[config.mk]
export PLATFORM = sky130hd
export DESIGN_NAME = cal_sequencer
export DESIGN_NICKNAME = d
export VERILOG_FILES = /design/src/rtl/cal_seq_pkg.sv /design/src/rtl/cal_cmd_detect.sv /design/src/rtl/cal_powerup_delay.sv /design/src/rtl/cal_run_timer.sv /design/src/rtl/cal_sequencer.sv
export SDC_FILE = /design/constraint.sdc
export NUM_CORES = 1
export LEC_CHECK = 0
export BUFFER_PORTS_ARGS = -buffer_cell sky130_fd_sc_hd__buf_2
export CAP_MARGIN = 25
export CORE_MARGIN = 1.5
export CORE_UTILIZATION = 60
export DETAILED_ROUTE_END_ITERATION = 8
export GPL_ROUTABILITY_DRIVEN = 1
export GPL_TIMING_DRIVEN = 0
export PLACE_DENSITY = 0.9
export SYNTH_ARGS = -nofsm -noshare
export SYNTH_HDL_FRONTEND = slang
export SYNTH_SLANG_ARGS = --single-unit
[constraint.sdc]
create_clock -name clk -period 2.95 [get_ports clk]
set_input_delay 0.1475 -clock clk [delete_from_list [all_inputs] [get_ports clk]]
set_output_delay 0.1475 -clock clk [all_outputs]
set_load 0.01 [all_outputs]
[src/rtl/cal_seq_pkg.sv]
package cal_seq_pkg;
   // Counter width able to hold the value n
   function automatic int cnt_w(input int n);
      return (n < 2) ? 1 : $clog2(n + 1);
   endfunction

   typedef enum logic [0:0] {
      RUN_IDLE = 1'b0,
      RUN_BUSY = 1'b1
   } run_state_t;
endpackage

[src/rtl/cal_cmd_detect.sv]
module cal_cmd_detect #(
   parameter int LOW_MIN  = 3,
   parameter int HIGH_MIN = 2
) (
   input  logic clk,
   input  logic rst_n,
   input  logic cal_in,
   output logic cmd_hit
);
   import cal_seq_pkg::*;

   localparam int LW = cnt_w(LOW_MIN);
   localparam int HW = cnt_w(HIGH_MIN);
   localparam logic [LW-1:0] LOW_END  = LW'(LOW_MIN);
   localparam logic [HW-1:0] HIGH_END = HW'(HIGH_MIN);

   generate
      if (LOW_MIN < 1) begin : g_bad_low
         $error("LOW_MIN must be at least 1");
      end
      if (HIGH_MIN < 1) begin : g_bad_high
         $error("HIGH_MIN must be at least 1");
      end
   endgenerate

   logic [LW-1:0] low_run;
   logic [HW-1:0] high_run;
   logic          qual;

   assign cmd_hit = qual && (high_run == HIGH_END);

   always_ff @(posedge clk or negedge rst_n) begin
      if (!rst_n) begin
         low_run  <= '0;
         high_run <= '0;
         qual     <= 1'b0;
      end else if (cal_in) begin
         low_run <= '0;
         if (low_run == LOW_END) begin
            qual     <= 1'b1;
            high_run <= HW'(1);
         end else if (qual) begin
            if (cmd_hit) begin
               qual     <= 1'b0;
               high_run <= '0;
            end else begin
               high_run <= high_run + HW'(1);
            end
         end
      end else begin
         if (low_run != LOW_END) low_run <= low_run + LW'(1);
         qual     <= 1'b0;
         high_run <= '0;
      end
   end
endmodule

[src/rtl/cal_powerup_delay.sv]
module cal_powerup_delay #(
   parameter int DLY_SHORT = 5,
   parameter int DLY_LONG  = 12
) (
   input  logic clk,
   input  logic rst_n,
   input  logic cal_in,
   input  logic dly_sel,
   input  logic pwr_down,
   output logic auto_hit
);
   import cal_seq_pkg::*;

   localparam int DMAX = (DLY_LONG > DLY_SHORT) ? DLY_LONG : DLY_SHORT;
   localparam int DW   = cnt_w(DMAX);

   generate
      if (DLY_SHORT < 1 || DLY_LONG < 1) begin : g_bad_dly
         $error("start-up delays must be at least 1");
      end
   endgenerate

   logic [DW-1:0] dly_cnt;
   logic [DW-1:0] target;
   logic          pending;
   logic          fresh;

   generate
      if (DLY_SHORT == DLY_LONG) begin : g_one_len
         assign target = DW'(DLY_SHORT);
         logic unused_sel;
         assign unused_sel = dly_sel;
      end else begin : g_two_len
         assign target = dly_sel ? DW'(DLY_LONG) : DW'(DLY_SHORT);
      end
   endgenerate

   assign auto_hit = pending && !pwr_down && (dly_cnt >= target);

   always_ff @(posedge clk or negedge rst_n) begin
      if (!rst_n) begin
         dly_cnt <= '0;
         pending <= 1'b1;
         fresh   <= 1'b1;
      end else begin
         fresh <= 1'b0;
         if ((fresh && cal_in) || auto_hit) begin
            pending <= 1'b0;
         end else if (pending && !pwr_down) begin
            dly_cnt <= dly_cnt + DW'(1);
         end
      end
   end
endmodule

[src/rtl/cal_run_timer.sv]
module cal_run_timer #(
   parameter int CAL_LEN = 6
) (
   input  logic clk,
   input  logic rst_n,
   input  logic req,
   input  logic pwr_down,
   output logic cal_start,
   output logic cal_busy
);
   import cal_seq_pkg::*;

   localparam int CW = cnt_w(CAL_LEN);
   localparam logic [CW-1:0] LAST = CW'(CAL_LEN - 1);

   generate
      if (CAL_LEN < 1) begin : g_bad_len
         $error("CAL_LEN must be at least 1");
      end
   endgenerate

   run_state_t    state;
   logic [CW-1:0] run_cnt;

   assign cal_busy = (state == RUN_BUSY);

   always_ff @(posedge clk or negedge rst_n) begin
      if (!rst_n) begin
         cal_start <= 1'b0;
         state     <= RUN_IDLE;
         run_cnt   <= '0;
      end else begin
         cal_start <= req && !cal_busy && !pwr_down && !cal_start;
         if (cal_start && !pwr_down) begin
            state   <= RUN_BUSY;
            run_cnt <= '0;
         end else if (cal_busy) begin
            if (pwr_down || run_cnt == LAST) begin
               state <= RUN_IDLE;
            end else begin
               run_cnt <= run_cnt + CW'(1);
            end
         end
      end
   end
endmodule

[src/rtl/cal_sequencer.sv]
module cal_sequencer #(
   parameter int LOW_MIN   = 3,
   parameter int HIGH_MIN  = 2,
   parameter int CAL_LEN   = 6,
   parameter int DLY_SHORT = 5,
   parameter int DLY_LONG  = 12
) (
   input  logic clk,
   input  logic rst_n,
   input  logic cal_pin,
   input  logic dly_sel,
   input  logic pwr_down,
   output logic cal_start,
   output logic cal_busy
);
   logic cmd_hit;
   logic auto_hit;
   logic req;

   cal_cmd_detect #(.LOW_MIN(LOW_MIN), .HIGH_MIN(HIGH_MIN)) u_cmd (
      .clk     (clk),
      .rst_n   (rst_n),
      .cal_in  (cal_pin),
      .cmd_hit (cmd_hit)
   );

   cal_powerup_delay #(.DLY_SHORT(DLY_SHORT), .DLY_LONG(DLY_LONG)) u_dly (
      .clk      (clk),
      .rst_n    (rst_n),
      .cal_in   (cal_pin),
      .dly_sel  (dly_sel),
      .pwr_down (pwr_down),
      .auto_hit (auto_hit)
   );

   assign req = cmd_hit | auto_hit;

   cal_run_timer #(.CAL_LEN(CAL_LEN)) u_run (
      .clk       (clk),
      .rst_n     (rst_n),
      .req       (req),
      .pwr_down  (pwr_down),
      .cal_start (cal_start),
      .cal_busy  (cal_busy)
   );
endmodule

### Word level (Yosys, flattened, before mapping)

Cells that the tools add are included.

* flip-flop bits (word level): 16
* bits in latches: 0
* RAM bits: 0
* bits in read-only memories: 0
* input port bits: 5
* word-level logic and storage cells: 56
* memories: 0

* add/sub/neg operators: 4
* multipliers: 0
* divide/modulo/power cells: 0
* order comparisons: 1
* equality and inequality tests: 6
* shifts and indexed selects: 0
* muxes and demuxes: 17
* bitwise operators: 2
* reductions and logical operators: 17

Operator list (count)
* $mux 2: 6
* $mux 3: 3
* $logic_and 1x1->1: 8
* $mux 1: 7
* $add 2x1->2 const B: 2
* $add 4x1->4 const B: 1
* $eq 2x2->1 const B: 2
* $ge 4x4->1: 1
* $mux 4: 1
* $reduce_and 2->1: 2
* $reduce_bool 2->1: 2
* $add 3x1->3 const B: 1
* $eq 3x3->1 const B: 1
* $logic_not 1->1: 3
* $ne 3x1->1 const B: 1
* $logic_or 1x1->1: 2
* $ne 2x1->1 const B: 1
* $ne 2x2->1 const B: 1
* $not 1->1: 1
* $or 1x1->1: 1

### Depth between registers and ports, before layout

Gate-level depths: netlist (run 1).

* word-level depth: 7
* mapped depth: 6
* depth with buffers taken out: 6

### Modules after synthesis

Synthesis (run 1) repeated with hierarchy kept, for this count alone.

* cell total of the unflattened synthesis: 69
* area total of the unflattened synthesis: 802.0 sq um

Modules (own cells, without submodules)
* cal_powerup_delay: times used 1, cells an instance 27, area an instance 334.1 sq um, seq. area each 152.6 sq um
* cal_run_timer: times used 1, cells an instance 20, area an instance 231.5 sq um, seq. area each 125.1 sq um
* cal_cmd_detect: times used 1, cells an instance 21, area an instance 230.2 sq um, seq. area each 125.1 sq um
* cal_sequencer: times used 1, cells an instance 1, area an instance 6.3 sq um, seq. area each 0.0 sq um

### Worst setup path before layout (run 1)

OpenSTA, ideal clock, no wires.

* path kind: flip-flop to flip-flop
* start point: register u_dly.dly_cnt[0]
* end point: register u_dly.dly_cnt[1]
* data arrival time: 1807 ps
* data required time: 2822 ps
* slack: 1016 ps
* cell stages (with the launch flop): 6
* buffers on the path: 0
* clock period less this slack: 1934 ps
* cells stage by stage: dfrtp_1 -> inv_1 -> ha_1 -> or3b_4 -> a2111oi_4 -> mux2_1

* longest elaborated chain between the ends: 5

Ends and longest elaborated chain
* start, declared: RTL line cal_powerup_delay.sv:23 `logic [DW-1:0] dly_cnt;`
* start signal, assigned: RTL line cal_powerup_delay.sv:50 `dly_cnt <= dly_cnt + DW'(1);`
* $ge 4x4->1: RTL line cal_powerup_delay.sv:38 `assign auto_hit = pending && !pwr_down && (dly_cnt >= target);`
* $logic_and 1x1->1: RTL line cal_powerup_delay.sv:38
* $logic_or 1x1->1: RTL line cal_powerup_delay.sv:47 `if ((fresh && cal_in) || auto_hit) begin`
* $not 1->1 (no source line)
* $reduce_and 2->1 (no source line)

Several ways; a longest one is shown, not always the timed one.
A chain may end at the register's enable or synchronous reset.

### Final worst setup path (run 1)

Same ends and word-level chain as after synthesis.

==> results.cfg, run 1 <==
[routing]
drt-met1-wl_um = 526
drt_first_pass_iters = 1
drt.antenna.violating_nets = 0
wl_met2_um = 669
vias_per_cell = 5.55
first_iter_violations = 0
drc_errors = 0
wire_per_inst_um = 12.9
maxUsedRoutingLayer = met4
vias = 538
drt-total-wl_um = 1250
wl_met3_um = 27

[setup_path]
worstPathArrival_ns = 2.21
critPathKind = reg2reg
r2r_end = u_dly.dly_cnt[1]
crit_required_ns = 3.13
regToRegStartpoint = u_dly.dly_cnt[0]
end_kind = flop
rr_worst_depth = 5
r2r_setup_slack_ns = 0.92
cp-start-kind = flop
cp_max_fo = 3

[timing]
post-route-period-util_pct = 68.8
fin_worst_skew_ns = 0.00357
hold_viol = 0
setup_viol = 0
max_freq_ghz = 0.493
fin_setup_tns_ns = 0
slew_violations = 0
finalCriticalPeriod_ns = 2.03
rsz0062_at_grt = false

[global_route]
grt_pass1_wl_um = 2000
grt_use_total_pct = 20.2
antenna_found_initial = 0
gr-total-overflow = 0
grt_max_degree = 17
grt_pass1_vias = 510

[place]
port_buffers = 5
dp_hpwl_um = 1010
gp_congestion = 0.671

[yosys]
synth_compound_area_share_pct = 13.4
synth.distinct_cells = 31
syn_avg_cell_area_sq_um = 11.3
syn_nets = 83
synthXorXnorAreaFrac_pct = 4.30
synthAdderAreaFrac_pct = 9.22
synthCells = 72
synth_seq_cells = 16
synth_ff_type = dfrtp_1
yosysWarnings = 0
synth_enable_flop_cells = 0
synth_seq_area_share_pct = 49.5
synth_top_family_by_area = simple AND/OR/NAND/NOR gates
syn_area_sq_um = 815
synthArstFlopShare_pct = 100
synth-simple-area-share_pct = 13.8
synthMuxAreaShare_pct = 6.61

[clock_tree]
clock_path_buffers = 2
post_cts_buffers = 0
cts_resized = 0
h-tree-depth = 1
cts-root-buf = clkbuf_4
clk_pin_slew_worst_paths_ns = 0.09
cts.sinks = 16
cts_tree = built
holdBufCountCts = 1
clock_latency_ns = 0.29
cts_inserted_buffers = 3

[flow_run]
cap_violations = 0

[pwr]
power_uw = 417
leakagePower_uw = 0.000422
powerDensity_nw_per_um2 = 467
vdd_drop_max_mv = 0.287

[min_path]
min_to = u_cmd.low_run[0]
hold_class = in2reg
min_path_cells = 2
worstHoldStart = cal_pin

[floorplan]
die_area_sq_um = 1590
fp.dieH_um = 39.8
start_util_pct = 63.4
core_sq_um = 1280
die_x_um = 39.8
placementRows = 13
ios = 7

[status]
status = finished clean

[finish]
fillers = 100
layout_commonest_cell = dfrtp_1
drive_gt1_share_pct = 18.3
nNetsFinal = 94
diodes = 0
mostFrequentLayoutCells = dfrtp_1, nor2_1, ha_1
synthToLayoutAreaGrowth_pct = 9.83
-- how the worst max path moves through the flow --
stage	from	endpoint	slack, ns
3_5_place_dp	u_dly.dly_cnt[0]	u_dly.dly_cnt[1]	0.93
6_report	u_dly.dly_cnt[0]	u_dly.dly_cnt[1]	0.92
2_1_floorplan	u_dly.dly_cnt[0]	u_dly.dly_cnt[1]	1.02
4_1_cts	u_dly.dly_cnt[0]	u_dly.dly_cnt[1]	0.91
5_1_grt	u_dly.dly_cnt[0]	u_dly.dly_cnt[1]	0.85
3_3_place_gp	u_dly.dly_cnt[0]	u_dly.dly_cnt[1]	0.95
-- worst max-delay path: stages, from the launching register on --
cell	delay, ns
dfrtp_1	0.41
inv_1	0.10
ha_1	0.23
or3b_4	0.39
a2111oi_4	0.43
mux2_1	0.35
-- cells in the mapped netlist, types with 2 or more instances --
cell type | number | share of area [%]
o21ai_0 | 2 | 1.2
a21oi_1 | 3 | 1.8
nand2_1 | 3 | 1.4
mux2_2 | 2 | 2.8
dfrtp_1 | 14 | 43
mux2i_1 | 2 | 2.5
nand2b_1 | 2 | 1.5
ha_1 | 6 | 9.2
nor2_1 | 9 | 4.1
xnor2_1 | 3 | 3.2
inv_1 | 5 | 2.3
dfstp_2 | 2 | 6.5
-- layout make-up --
cell class	instances	area, sq um	share of cell area, %
Sequential cell	16	403	45.0
Timing Repair Buffer	6	35.0	3.92
Inverter	5	18.8	2.10
Tap cell	15	18.8	2.10
Clock buffer	4	26.3	2.94
Buffer	1	3.75	0.420
Multi-Input combinational cell	50	389	43.5
-- cells by family (layout without fill, tap and decap cells) --
logic type | after synthesis | in the layout
flops | 16 | 16
fa+ha+maj | 6 | 6
simple gates | 22 | 22
mux | 5 | 5
compound gates | 12 | 12
other cells | 1 | 1
buf+inv | 6 | 16
xor+xnor | 4 | 4
-- where the power goes --
| part | switching, uW | internal (uW) |
|---|---|---|
| Sequential | 10.8 | 234 |
| Clock | 66.8 | 52.6 |
| Combinational | 27.4 | 25.9 |
| Total | 105 | 312 |
-- layer usage --
layer / global-route usage (%) / vias to the layer above
li1: - / 266
met1: 21.4 / 260
met2: 34.0 / 8
met3: 3.41 / 4
met4: 17.2 / 0
met5: 0 / -
-- registers in the layout (all words and copies together) (netlist names) --
| register | cells |
|---|---|
| u_dly.dly_cnt | 4 |
| u_run.run_cnt | 3 |
| u_cmd.high_run | 2 |
| u_cmd.low_run | 2 |
| u_cmd.qual | 1 |
| u_dly.fresh | 1 |
| u_dly.pending | 1 |
| u_run.cal_busy | 1 |
| u_run.cal_start | 1 |
-- stage by stage --
stage | worst slack [ns] | util [%] | cells | instance area (sq um) | hold WS, ns
after floorplan | 1.02 | - | 72 | 815 | -0.148
after global placement | 0.951 | 66.8 | 92 | 858 | 0.0694
after detailed placement | 0.929 | 66.8 | 92 | 858 | 0.0731
after CTS | 0.913 | 69.6 | 97 | 895 | 0.0808
after global routing | 0.849 | 69.6 | 97 | 895 | 0.102
final | 0.921 | 69.6 | 97 | 895 | 0.0900
Note: power is estimated with default switching activity, not from simulation.
==> run 2, diff against run 1 <==
- CORE_ASPECT_RATIO: unset -> 0.8
- CORE_UTILIZATION: 60 -> 50
- PLACE_DENSITY: 0.9 -> 0.81
- clock period: 2.95 -> 1.7 ns (I/O delays scaled with it)
==> run 2 against run 1 <==
Against the previous run:
- the flow now finishes with violations (setup timing)
- hold slack worse by 0.069 ns
- sequential power rose by 73%
- flip-flop and latch count is the same
- power up 83%
- final area rose by 9.0%
- combinational power up 76%
- fmax rose by 8.0%
- die area up 19%
- first-iteration DRC count grew 1
- final cell count grew 10%
- largest power group unchanged
==> results.cfg, run 2 (synthesized netlist as in run 1, its figures left out) <==
[clock_tree]
clock_latency_ns = 0.28
clk_pin_slew_worst_paths_ns = 0.09
h-tree-depth = 1
cts.sinks = 16
cts-root-buf = clkbuf_4
cts_tree = built
clock_path_buffers = 2
cts_inserted_buffers = 3

[timing]
hold_slack_ns = 0.0210
fin_worst_skew_ns = 0.00160
post-route-period-util_pct = 111
slew_violations = 0
hold_viol = 0
max_freq_ghz = 0.532
setup_viol = 3
worst_slack_ns = -0.179
finalCriticalPeriod_ns = 1.88
rsz0062_at_grt = true

[place]
preCtsSetupSlack_ns = -0.239
gp_congestion = 0.712
port_buffers = 5
placed_area_sq_um = 878
dp_cells = 98
dp_hpwl_um = 990

[setup_path]
r2r_end = u_dly.dly_cnt[1]
cp-startpoint = u_dly.dly_cnt[0]
endpoint = u_dly.dly_cnt[1]
critPathKind = reg2reg
end_kind = flop
regToRegStartpoint = u_dly.dly_cnt[0]
cp-start-kind = flop
cp_max_fo = 3
rr_worst_depth = 5
r2r_setup_slack_ns = -0.18
crit_required_ns = 1.88
worstPathArrival_ns = 2.06

[global_route]
grt_max_degree = 17
grt_use_total_pct = 18.6
busiest_layer = met2
met3_usage_pct = 7.01
gr-total-overflow = 0
antenna_found_initial = 0
use_met1_pct = 22.6
grt_pass1_vias = 546
met2_usage_pct = 29.0
grt_pass1_wl_um = 2260

[finish]
reg_top3 = u_dly.dly_cnt: 4 flops, u_run.run_cnt: 3 flops
largest_reg_flops = 4
stdcell_count = 107
synthToLayoutAreaGrowth_pct = 19.7
mostFrequentLayoutCells = dfrtp_1, nor2_1, ha_1, buf_2
drive_gt1_share_pct = 30.2
multi_input_area_sq_um = 422
final-seq-area_sq_um = 403
nNetsFinal = 98
regMostFlops = u_dly.dly_cnt
fillers = 132
final_area_sq_um = 975
layout_commonest_cell = dfrtp_1
diodes = 0
utilization_pct = 66.9

[status]
status = finished, violations left
violations = setup timing

[routing]
vias = 558
vias_per_cell = 5.21
drt.antenna.violating_nets = 0
first_iter_violations = 1
drc_errors = 0
drt-total-wl_um = 1350
drt_first_pass_iters = 4
wire_per_inst_um = 12.6

[floorplan]
core_sq_um = 1460
die_x_um = 48.1
die_area_sq_um = 1880
fp.dieH_um = 39.1
start_util_pct = 55.9
ios = 7
placementRows = 12

[pwr]
leakagePower_uw = 0.000446
powerDensity_nw_per_um2 = 784
vdd_drop_max_mv = 0.822

[flow_run]
cap_violations = 0

[min_path]
min_path_cells = 2
hold_class = in2reg
-- run 2: cell type report --
| cell class | instances | area share [%] |
|---|---|---|
| clock buffers | 4 | 3.72 |
| flip-flops and latches | 16 | 41.3 |
| multi-input cells | 50 | 43.3 |
| well taps | 21 | 2.70 |
| plain buffers | 1 | 0.385 |
| repair buffers | 10 | 6.68 |
| inverters | 5 | 1.93 |
-- run 2: worst min-delay path by stage --
| stage | startpoint | endpoint | slack, ns |
|---|---|---|---|
| 2_1_floorplan | rst_n | u_cmd.high_run[0] | -0.21 |
| 3_3_place_gp | rst_n | u_cmd.low_run[0] | 0.008 |
| 3_5_place_dp | rst_n | u_cmd.high_run[1] | 0.02 |
| 4_1_cts | cal_pin | u_cmd.low_run[0] | 0.01 |
| 5_1_grt | cal_pin | u_cmd.low_run[0] | 0.03 |
| 6_report | cal_pin | u_cmd.low_run[0] | 0.02 |
-- run 2: through the flow --
step                total power [uW]  TNS (ns)
floorplan                        495    -0.248
global placement                 516    -0.384
detailed placement               526    -0.441
CTS                              779    -0.589
global route                     804    -0.702
finish                           764    -0.453
-- run 2: power by group --
group	switching (uW)	total (uW)	leakage, uW	internal (uW)
Combinational	48.7	93.7	0.000224	45.0
Sequential	18.8	425	0.000202	406
Clock	115	246	0.0000210	131
Total	183	764	0.000446	581
-- run 2: timing repair --
item	4_1_cts	5_1_grt
endpoints found under the setup margin	5	5
gates resized for setup	2	3
pin swaps	3	3
hold buffers	1	0
buffers inserted	3	1
hold endpoints to repair	16	0
-- run 2: routing by layer --
layer  wire length, um  vias up
met1               589      265
met2               683       11
met3                54        4
met4                25        0
met5                 0        -
li1                  -      278
-- run 2: worst max-delay path: stages, from the launching register on --
cell and delay (ns):
dfrtp_1 0.39, inv_2 0.08, ha_4 0.19, or3b_4 0.38, a2111oi_4 0.38, mux2_4 0.34
==> run 3, diff against run 2 <==
- CORE_ASPECT_RATIO: 0.8 -> unset
- SYNTH_HIERARCHICAL: unset -> 1
==> run 3 against run 2 <==
Against the previous run:
- the run still ends with setup timing left
- sequential power grew 2%
- hold slack gained 0.0062 ns
- critical path depth grew 2
- core utilization shrank 5.8 points
- final area shrank 5.5%
- register-to-register slack gained 0.06 ns
- fmax grew 3.5%
- sequential share of layout area grew 2.4 points
- synthesized cell count shrank 4.2%
- non-clock buffer count is the same
- global-route usage shrank 1.3 points
- largest cell class is now sequential cells
- highest routed layer unchanged
==> results.cfg, run 3 <==
[yosys]
synth_seq_area_share_pct = 50.2
synthCells = 69
synth_enable_flop_cells = 0
synth_seq_cells = 16
synth.most_common_cell = dfrtp_1
synth_area_leaders = dfrtp_1, ha_1, dfstp_2, xnor2_1, a21oi_1
synth_top_cell_by_area = dfrtp_1
syn_area_sq_um = 802
synthArstFlopShare_pct = 100
netlist_top_cells_count = dfrtp_1, ha_1, a21oi_1, inv_1, nor2_1
synth.distinct_cells = 32
syn_nets = 80
synth_ff_type = dfrtp_1
syn_avg_cell_area_sq_um = 11.6
synth.top_cell.area_share_pct = 43.7
yosysWarnings = 6

[place]
gp_congestion = 0.798
dp_hpwl_um = 857
placed_area_sq_um = 855
port_buffers = 6

[clock_tree]
cts.sinks = 16
cts-root-buf = clkbuf_4
clock_path_buffers = 2
cts_tree = built
h-tree-depth = 1
cts_inserted_buffers = 3
clk_pin_slew_worst_paths_ns = 0.09
clock_latency_ns = 0.28
cts_resized = 0

[finish]
layout_commonest_cell = dfrtp_1
mostFrequentLayoutCells = dfrtp_1, buf_2, ha_1
fillers = 128
final_area_sq_um = 921
synthToLayoutAreaGrowth_pct = 14.8
drive_gt1_share_pct = 27.4
largest_reg_flops = 4
reg_top3 = u_dly/dly_cnt: 4 flops, u_run/run_cnt: 3 flops
diodes = 0
nNetsFinal = 96
regMostFlops = u_dly/dly_cnt

[floorplan]
core_sq_um = 1510
ios = 7
placementRows = 14
die_x_um = 43.1
die_area_sq_um = 1850
start_util_pct = 53.2
fp.dieH_um = 43.1

[setup_path]
worstPathArrival_ns = 1.99
path_buf_inv = 1
critPathSlowestCell = or3b_4
cpPeakStageDelay_ns = 0.38
crit_required_ns = 1.87
cp-start-kind = flop
crit_chain = inv_1 > ha_1 > or3b_4 > a31oi_4 > nor2_1 > or2_1 > nor4b_1
end_kind = flop
critPathKind = reg2reg
crit_family = simple AND/OR/NAND/NOR gates
cp_max_fo = 4

[global_route]
gr-total-overflow = 0
grt_max_degree = 17
grt_use_total_pct = 17.4
grt_pass1_vias = 530
grt_pass1_wl_um = 2300
antenna_found_initial = 0

[status]
status = finished, violations left
violations = setup timing

[pwr]
leakagePower_uw = 0.000453
power_uw = 732
powerDensity_nw_per_um2 = 795
vdd_drop_max_mv = 0.404

[min_path]
hold_class = in2reg

[timing]
post-route-period-util_pct = 107
fin_worst_skew_ns = 0.00547
worst_slack_ns = -0.116
max_freq_ghz = 0.551
finalCriticalPeriod_ns = 1.82
rsz0062_at_grt = true
slew_violations = 0
setup_viol = 4
hold_viol = 0

[routing]
first_iter_violations = 7
vias_per_cell = 5.38
drt-total-wl_um = 1270
vias = 538
drt_first_pass_iters = 4
wire_per_inst_um = 12.7
drc_errors = 0
drt.antenna.violating_nets = 0

[flow_run]
cap_violations = 0
[run 3: kinds of logic after synthesis]
group,Yosys count,share of synthesized area [%]
multiplexers,3,4.37
XOR/XNOR,4,4.37
other,1,0.468
flip-flops,16,50.2
AO/OA/AOI/OAI,12,11.9
buffers and inverters,6,2.81
AND/OR/NAND/NOR,21,16.5
adder cells (fa/ha/maj),6,9.36
[run 3: path summary, 6_finish.rpt]
path                            slack (ns)               end  depth (start not counted)              from
worst max-delay path                 -0.12   u_run/cal_start                          7  u_dly/dly_cnt[0]
worst min-delay path                  0.03   u_run/cal_start                          2          pwr_down
worst max register to register       -0.12   u_run/cal_start                          7  u_dly/dly_cnt[0]
worst min register to register        0.47     u_dly/pending                          1     u_dly/pending
max in group asynchronous             1.15     u_dly/pending                          2             rst_n
min in group asynchronous             0.24  u_run/run_cnt[1]                          2             rst_n
[run 3: stage by stage]
stage                     instances  setup TNS [ns]  setup slack (ns)  hold WS, ns  utilization, %
after floorplan                  69          -0.153           -0.0922       -0.211               -
after global placement           91          -0.329            -0.165      0.00998            56.7
after detailed placement         91          -0.415            -0.183       0.0146            56.7
after CTS                        99          -0.337            -0.125       0.0254            60.6
after global routing            100          -0.552            -0.178       0.0342            61.1
final                           100          -0.335            -0.116       0.0272            61.1
[run 3: layout make-up]
class	count	area, sq um	share of cell area (%)
Multi-Input combinational cell	47	379	41.2
Sequential cell	16	403	43.7
Tap cell	16	20.0	2.17
Inverter	6	22.5	2.45
Clock buffer	4	26.3	2.85
Timing Repair Buffer	11	70.1	7.61
[run 3: metal layers]
metal  part of all wire (%)  up-vias  GRT usage (%)
met5                      0        -              0
met4                   0.63        0           7.27
met3                    4.3        2           5.11
met2                     53       11           28.5
met1                     42      258           21.2
li1                       -      267              -
[run 3: power breakdown]
group | internal, uW | total [uW] | switching (uW)
Clock | 91.0 | 202 | 111
Combinational | 47.7 | 97.4 | 49.7
Sequential | 411 | 432 | 21.3
Total | 550 | 732 | 182
[run 3: repair_timing]
item                                   4_1_cts  5_1_grt
setup endpoints to repair                    4        4
hold buffers                                 1        0
pin swaps                                    1        1
buffers inserted                             3        1
endpoints found under the hold margin       16        0
